===== src/rtl/mont_pkg.sv =====
package mont_pkg;
  // Strobes from the sequencer to the datapath, one per phase.
  typedef struct packed {
    logic load;  // capture operands
    logic prep;  // form 2B and 2B+N, clear the sum
    logic step;  // one add-and-halve iteration
    logic fix;   // final range correction
  } montCtrl_t;
endpackage


===== src/rtl/mont_ctrl.sv =====
module mont_ctrl
  import mont_pkg::*;
#(
  parameter int W = 64
) (
  input  logic      clk,
  input  logic      rst,
  input  logic      start,
  output montCtrl_t ctl,
  output logic      done
);
  localparam int CW = $clog2(W + 1) + 1;
  localparam logic [CW-1:0] LAST = CW'(W);

  typedef enum logic [1:0] {IDLE, PREP, ITER, FIX} phase_t;

  phase_t        phase, phaseNext;
  logic [CW-1:0] iterCnt;

  always_comb begin
    ctl       = '0;
    phaseNext = phase;
    unique case (phase)
      IDLE: if (start) begin
        ctl.load  = 1'b1;
        phaseNext = PREP;
      end
      PREP: begin
        ctl.prep  = 1'b1;
        phaseNext = ITER;
      end
      ITER: begin
        ctl.step = 1'b1;
        if (iterCnt == LAST) phaseNext = FIX;
      end
      FIX: begin
        ctl.fix   = 1'b1;
        phaseNext = IDLE;
      end
      default: phaseNext = IDLE;
    endcase
  end

  always_ff @(posedge clk) begin
    if (rst) begin
      phase   <= IDLE;
      iterCnt <= '0;
      done    <= 1'b0;
    end else begin
      phase <= phaseNext;
      done  <= ctl.fix;
      if (ctl.prep)      iterCnt <= '0;
      else if (ctl.step) iterCnt <= iterCnt + 1'b1;
    end
  end
endmodule


===== src/rtl/mont_dpath.sv =====
module mont_dpath
  import mont_pkg::*;
#(
  parameter int W = 64
) (
  input  logic           clk,
  input  logic           rst,
  input  montCtrl_t      ctl,
  input  logic [W-1:0]   aIn,
  input  logic [W-1:0]   bIn,
  input  logic [W-1:0]   nIn,
  output logic [W-1:0]   result
);
  localparam int SW = W + 2;  // accumulator width
  localparam int AW = W + 3;  // sum width before halving

  logic [W:0]    aSh;   // multiplier, shifted right each step; top bit 0
  logic [W-1:0]  bReg;
  logic [W-1:0]  nReg;
  logic [W:0]    xReg;  // 2B
  logic [SW-1:0] yReg;  // 2B + N
  logic [SW-1:0] sAcc;

  logic [SW-1:0] addend;
  logic [AW-1:0] sum;
  logic [SW:0]   diff;

  always_comb begin
    unique case ({sAcc[0], aSh[0]})
      2'b00:   addend = '0;
      2'b01:   addend = SW'(xReg);
      2'b10:   addend = SW'(nReg);
      default: addend = yReg;
    endcase
    sum  = AW'(sAcc) + AW'(addend);
    diff = {1'b0, sAcc} - (SW+1)'(nReg);
  end

  always_ff @(posedge clk) begin
    if (rst) begin
      aSh    <= '0;
      bReg   <= '0;
      nReg   <= '0;
      xReg   <= '0;
      yReg   <= '0;
      sAcc   <= '0;
      result <= '0;
    end else begin
      if (ctl.load) begin
        aSh  <= {1'b0, aIn};
        bReg <= bIn;
        nReg <= nIn;
      end
      if (ctl.prep) begin
        xReg <= {bReg, 1'b0};
        yReg <= SW'({bReg, 1'b0}) + SW'(nReg);
        sAcc <= '0;
      end
      if (ctl.step) begin
        sAcc <= sum[AW-1:1];
        aSh  <= aSh >> 1;
      end
      if (ctl.fix) begin
        result <= diff[SW] ? sAcc[W-1:0] : diff[W-1:0];
      end
    end
  end
endmodule


===== src/rtl/mont_mul.sv =====
module mont_mul
  import mont_pkg::*;
#(
  parameter int W = 64
) (
  input  logic         clk,
  input  logic         rst,
  input  logic         start,
  input  logic [W-1:0] opA,
  input  logic [W-1:0] opB,
  input  logic [W-1:0] modN,
  output logic [W-1:0] result,
  output logic         done
);
  montCtrl_t ctl;

  mont_ctrl #(.W(W)) uCtrl (
    .clk  (clk),
    .rst  (rst),
    .start(start),
    .ctl  (ctl),
    .done (done)
  );

  mont_dpath #(.W(W)) uDp (
    .clk   (clk),
    .rst   (rst),
    .ctl   (ctl),
    .aIn   (opA),
    .bIn   (opB),
    .nIn   (modN),
    .result(result)
  );
endmodule


===== config.mk =====
export PLATFORM = sky130hd
export DESIGN_NAME = mont_mul
export DESIGN_NICKNAME = d
export VERILOG_FILES = /design/src/rtl/mont_pkg.sv /design/src/rtl/mont_ctrl.sv /design/src/rtl/mont_dpath.sv /design/src/rtl/mont_mul.sv
export SDC_FILE = /design/constraint.sdc
export NUM_CORES = 1
export LEC_CHECK = 0
export BUFFER_PORTS_ARGS = -buffer_cell sky130_fd_sc_hd__clkbuf_2
export CORE_MARGIN = 2
export CORE_UTILIZATION = 66
export CTS_CLUSTER_DIAMETER = 30
export DETAILED_ROUTE_END_ITERATION = 8
export GPL_TIMING_DRIVEN = 0
export PLACE_DENSITY = 0.87
export SLEW_MARGIN = 10
export SYNTH_ARGS = -nofsm -noshare
export SYNTH_HDL_FRONTEND = slang
export SYNTH_SLANG_ARGS = --single-unit
export TNS_END_PERCENT = 20

===== constraint.sdc =====
create_clock -name clk -period 11.2 [get_ports clk]
set_input_delay 0.56 -clock clk [delete_from_list [all_inputs] [get_ports clk]]
set_output_delay 0.56 -clock clk [all_outputs]
set_load 0.05 [all_outputs]

== Word level (Yosys, flattened, before mapping) ==
Cells that the tools add are included.
Storage, ports and cells
  bits in registers: 463
  input bits: 195
  word-level logic and storage cells: 42
Cells by class
  $add $sub $neg: 4
  equal/unequal tests: 8
  multiplexer cells: 14
  reductions and logical operators: 6
Operators by type and width (count)
  case mux 66 bit (3 select lines): 1
  2-to-1 mux 64 bit: 3
  2-to-1 mux 66 bit: 2
  adder 66 x 66 -> 67 bit: 1
  subtractor 66 x 64 -> 67 bit: 1
  adder 65 x 64 -> 66 bit: 1
  adder 8 x 1 -> 8 bit (second input constant): 1
  == test 8 x 7 -> 1 bit (second input constant): 1
  case mux 2 bit (4 select lines): 1
  == test 2 bit (second input constant): 3
  2-to-1 mux 1 bit: 5
  == test 2 x 1 -> 1 bit (second input constant): 2
  zero test 2 bit: 2
  2-to-1 mux 2 bit: 2
  nonzero test 2 bit: 2
  inequality test 2 x 1 -> 1 bit (second input constant): 1
  inequality test 2 bit (second input constant): 1
  AND reduction 2 bit: 1
  OR reduction 2 bit: 1

== Depth between registers and ports, before layout ==
  depth in word-level cells: 4
  mapped depth: 19
  gate-level depth less buffers: 17

== By module ==
From an unflattened synthesis, not the netlist that was laid out.
Second synthesis, totals
  cell total of the unflattened synthesis: 3774
  area total of the unflattened synthesis: 29828.6 um^2
By module, submodules not included
  mont_dpath: instances 1, cells each 3712, area an instance 29250.6 um^2, sequential area each 9048.7 um^2
  mont_ctrl: instances 1, cells each 62, area an instance 578.1 um^2, sequential area each 220.2 um^2

== Least setup slack after synthesis ==
OpenSTA, ideal clock, no wires.
  kind: reg2reg
  start point: register uDp.aSh[0]
  end point: register uDp.sAcc[61]
  setup time: 0.129 ns
  arrival: 4.021 ns
  path slack: 7.050 ns
  cell stages (with the launch flop): 19
  path buffers: 4
  clock period less this slack: 4.150 ns
  cell sequence: dfxtp_1 > clkbuf_1 > clkbuf_1 > clkbuf_1 > mux2i_1 > o21ai_0 > ha_1 > clkbuf_1 > nand4_1 > nor4_1 > a221o_1 > a21oi_1 > nand3_1 > o2111ai_1 > o211a_1 > nor4_1 > a311oi_1 > a21oi_1 > o31ai_1
Between the ends
  cells in the longest elaborated chain, start to end: 4
RTL lines
  from (decl): line mont_dpath.sv:17  | logic [W:0] aSh;
  from (signal assigned): line mont_dpath.sv:50  | aSh <= {1'b0, aIn};
  from (signal assigned): line mont_dpath.sv:61  | aSh <= aSh >> 1;
  == test 2 bit (tied with other cells): line mont_dpath.sv:29  | unique case ({sAcc[0], aSh[0]})
  case mux 66 bit (3 select lines) *: line mont_dpath.sv:29
  adder 66 x 66 -> 67 bit *: line mont_dpath.sv:35  | sum = AW'(sAcc) + AW'(addend);
  2-to-1 mux 66 bit *: line mont_dpath.sv:59  | if (ctl.step) begin
  to (signal assigned): line mont_dpath.sv:60  | sAcc <= sum[AW-1:1];
  to (decl): line mont_dpath.sv:22  | logic [SW-1:0] sAcc;
Mark *: on every way between the ends. The rest lies on a longest branch, timed or not.
A chain may end at the register's enable or synchronous reset.

== Worst setup path in the final report ==
  start point: register uDp.sAcc[0]
  end point: register uDp.sAcc[64]
Between the ends
  cells in the longest elaborated chain, start to end: 4
RTL lines (line)
  == test 2 bit (tied with other cells): mont_dpath.sv:29
  case mux 66 bit (3 select lines): mont_dpath.sv:29
  adder 66 x 66 -> 67 bit *: mont_dpath.sv:35
  2-to-1 mux 66 bit *: mont_dpath.sv:59
Marked as above.

==> summary.md <==
| Metric | Value |
|---|---|
| Status | `finished, final reports clean` |
| Syn Std Cell Area | `0.0296 sq mm` |
| Top-area cell type share of the netlist area | `31.3%` |
| Critical path class | `flip-flop to flip-flop` |
| Max Slew Vio Count | `0` |
| CTS Buf Count | `98` |
| Clock power share | `38.9%` |
| Max layer used | `met4` |
| # port buffers | `259` |
| Io pins | `260` |
| Arrival time worst endpoint | `6.77 ns` |
| Final WL | `109,000 um` |
| Yosys cell types | `81` |
| Remaining DRCs | `0` |
| Sum of negative setup slack | `0 ns` |
| Psw | `3.06 mW` |
| Prevailing post-synth register cell | `dfxtp_1` |
| CP Cell Sequence | `clkbuf_1, clkinv_1, clkbuf_1, clkbuf_1, nand3_1, o21ai_0, ha_1, nand4_1, a21oi_1, a221o_1, a41o_1, a221oi_2, o31ai_1, a211oi_1, o311ai_0, o2bb2ai_1, xor2_1, o21ai_0` |
| Vias in the first global route | `30,361` |
| Crit-path most repeated cell | `clkbuf_1` |
| R2r setup slk | `4.99 ns` |
| Cell depth of the worst setup path | `18` |
| CTS H-tree depth | `3` |
| Placer congestion estimate | `1.01` |
| RSZ-0062 raised after global routing | `no` |
| Wl on met1 | `41,800 um` |
| Crit path launch | `uDp.sAcc[0]$_SDFFE_PP0P_` |
| Net Sw Frac | `39.7%` |
| Drt wl/cell | `21.7 um` |
| Core Region | `0.0442 sq mm` |
| Critical Path Slowest Stage Cell | `o311ai_0` |
| Pwr Density | `220 mW/mm^2` |
| Clock Latency Late Sink | `0.67 ns` |
| DR WL met3 | `13,400 um` |
| Cell taking the most area after synthesis | `dfxtp_1` |
| Crit-path max FO | `10` |
| Cell count after synthesis | `3,968` |
| Ys async rst share | `0%` |
| Pint | `4.66 mW` |
| Via/cell ratio | `6.38` |
| Pwr Total | `7.72 mW` |
| Setup bufs post-CTS | `0` |
| Routed Antenna Nets | `0` |
| Register share of total power | `28.0%` |
| Synthesized area per cell | `7.46 sq um` |
| Seq. cell area | `0.00927 sq mm` |
| Clock Skew | `0.0381 ns` |
| DP Wirelength | `79,800 um` |
| First-pass GRT wire length | `164,000 um` |
| Die X | `216 um` |
| Hold Crit Class | `input pin to flip-flop` |
| Worst IR Drop VDD | `0.206 mV` |
| Min Tclk post-route | `6.21 ns` |
| Post_cts resized | `0` |
| Syn-to-layout area delta | `18.7%` |
| Layout Nets | `4,725` |
| GR Util All Layers | `45.0%` |
| Die Ht | `216 um` |
| Fill cells | `3,251` |
| Share of layout cells above drive strength 1 | `10.5%` |
| Clock root buffer master | `clkbuf_16` |
| Site Rows | `77` |
| Overflow after GRT | `0` |
| Worst Tran Pin Value | `1.41 ns` |
| Worst setup SP type | `flip-flop` |
| CP top delay family | `compound AO/OA/AOI/OAI gates` |
| Vias after detailed routing | `31,919` |
| Design area | `0.0351 sq mm` |
| Initial antenna violation count | `1` |
| Register area share after synthesis | `31.3%` |
| Final period util | `55.4%` |
| Initial Util | `66.9%` |
| CTS tree | `built` |
| RR Endpoint | `uDp.sAcc[64]$_SDFFE_PP0P_` |
| Flops & latches, synth | `463` |
| DR iter-0 viols | `3,963` |
| Area contributors post-synth | `dfxtp_1, nand2_1, a21oi_1` |
| Most frequent cells in the layout | `nand2_1, a21oi_1, dfxtp_1` |
| Cells on worst reg2reg path | `18` |
| Clock Sinks | `463` |
| Post-DP Area | `0.0317 sq mm` |
| Logic pwr share | `33.1%` |
| Non-Filler Instances | `5,005` |
| Crit end category | `flip-flop` |
| Largest net degree at the start of global routing | `16` |
| Clock-pin slew on the worst setup and hold paths | `0.05 ns` |
| Worst Setup EP | `uDp.sAcc[64]$_SDFFE_PP0P_` |
| Util after Layout | `79.4%` |
| Most common cell after layout, fill and taps aside | `nand2_1` |
| Worst R2R Start | `uDp.sAcc[0]$_SDFFE_PP0P_` |
| Placed Cells | `4,820` |
| Max_slew headroom | `6.31%` |
| Crit-path max cell delay | `0.65 ns` |
| Hold-fix buffers at CTS | `0` |
| Post-Syn Nets | `4,365` |
| Buf/Inv on CP | `4` |
| Max Root-Sink Buffers | `3` |
| Final hold violations | `0` |
| TritonRoute pass-1 iters | `7` |
| Multi-input combinational cell area | `0.0189 sq mm` |
| Ys Warns | `0` |
| Met2 WL | `46,500 um` |
| Post-synth EDFFs | `0` |
| P_leak | `15.0 nW` |
| Final Setup Violations | `0` |
| CP required | `11.76 ns` |
| Max Freq | `0.161 GHz` |
| Die area | `0.0466 sq mm` |
| Max_cap viols | `0` |
[stage by stage]
stage	setup slack, ns	hold WS [ns]
6_report	4.99	0.108
4_1_cts	5.28	0.106
5_1_grt	4.92	0.115
3_3_place_gp	5.46	0.433
2_1_floorplan	7.05	0.425
3_5_place_dp	5.36	0.442
[Yosys cell counts, types with 7 or more instances]
cell	n
a211oi_1	25
buf_1	31
nand4_1	51
o21a_1	20
nand3_1	98
a21oi_1	498
inv_1	114
a22oi_1	32
ha_1	199
a311oi_1	47
clkbuf_1	214
nor2b_1	28
or3_1	14
o21ai_0	230
nor3_1	41
o31ai_1	12
nand2_1	725
o21ai_1	7
nor4_1	8
a31oi_1	23
o211ai_1	18
or2_2	7
xnor2_1	104
a2111oi_0	7
mux2i_1	155
nand2b_1	19
a21boi_0	9
a221oi_1	7
nor2_1	375
o21bai_1	38
and3_1	18
o41ai_1	8
a21o_1	139
and2_1	9
xor2_1	75
dfxtp_1	463
[metal layers]
layer  track usage (%)  up-vias
met5                 0        -
met4              26.9        0
met3              12.1      455
met2              69.5     2102
met1              56.3    14665
li1                  -    14697
[power by group through the flow]
stage                     sequential, mW  combinational, mW  clock, mW
after floorplan                     2.20               1.64          0
after global placement              2.16               2.37          0
after detailed placement            2.17               2.42          0
after CTS                           2.14               2.47       2.99
after global routing                2.18               2.73       3.07
final                               2.16               2.55       3.00
[cell type report]
class	count	area share, %
antenna	1	0.00713
buffer	252	2.75
clock buffer	121	7.54
clock inverter	63	2.33
inverter	118	1.26
multi-input combinational	3135	53.9
sequential	463	26.4
tap	592	2.11
timing repair buffer	260	3.73
[sequential cells by signal, summed over array words and instances, names as in the netlist]
register,flops
uCtrl.done,1
uCtrl.iterCnt,8
uCtrl.phase,2
uDp.aSh,64
uDp.bReg,64
uDp.nReg,64
uDp.result,64
uDp.sAcc,66
uDp.xReg,64
uDp.yReg,66
[worst min-delay path by stage]
| stage | end | startpoint | slack [ns] | depth (start not counted) |
|---|---|---|---|---|
| 2_1_floorplan | uDp.yReg[28]$_SDFFE_PP0P_ | uDp.yReg[28]$_SDFFE_PP0P_ | 0.42 | 2 |
| 3_3_place_gp | uDp.yReg[60]$_SDFFE_PP0P_ | uDp.yReg[60]$_SDFFE_PP0P_ | 0.43 | 2 |
| 3_5_place_dp | uDp.yReg[43]$_SDFFE_PP0P_ | uDp.yReg[43]$_SDFFE_PP0P_ | 0.44 | 2 |
| 4_1_cts | uDp.bReg[48]$_SDFFE_PP0P_ | opB[48] | 0.11 | 3 |
| 5_1_grt | uDp.bReg[48]$_SDFFE_PP0P_ | opB[48] | 0.11 | 3 |
| 6_report | uDp.nReg[52]$_SDFFE_PP0P_ | modN[52] | 0.11 | 3 |
[logic make-up after synthesis]
family | count (synthesis) | share of synthesized area (%)
flops | 463 | 31.3
compound gates | 1182 | 24.5
xor+xnor | 179 | 5.30
fa+ha+maj | 202 | 8.62
buf+inv | 370 | 4.76
simple gates | 1416 | 20.2
mux | 156 | 5.29
[worst min-delay path: stages]
cell and delay (ns):
clkbuf_2 0.08, nand2_1 0.04, a21oi_1 0.05
Note: power is estimated with default switching activity, not from simulation.
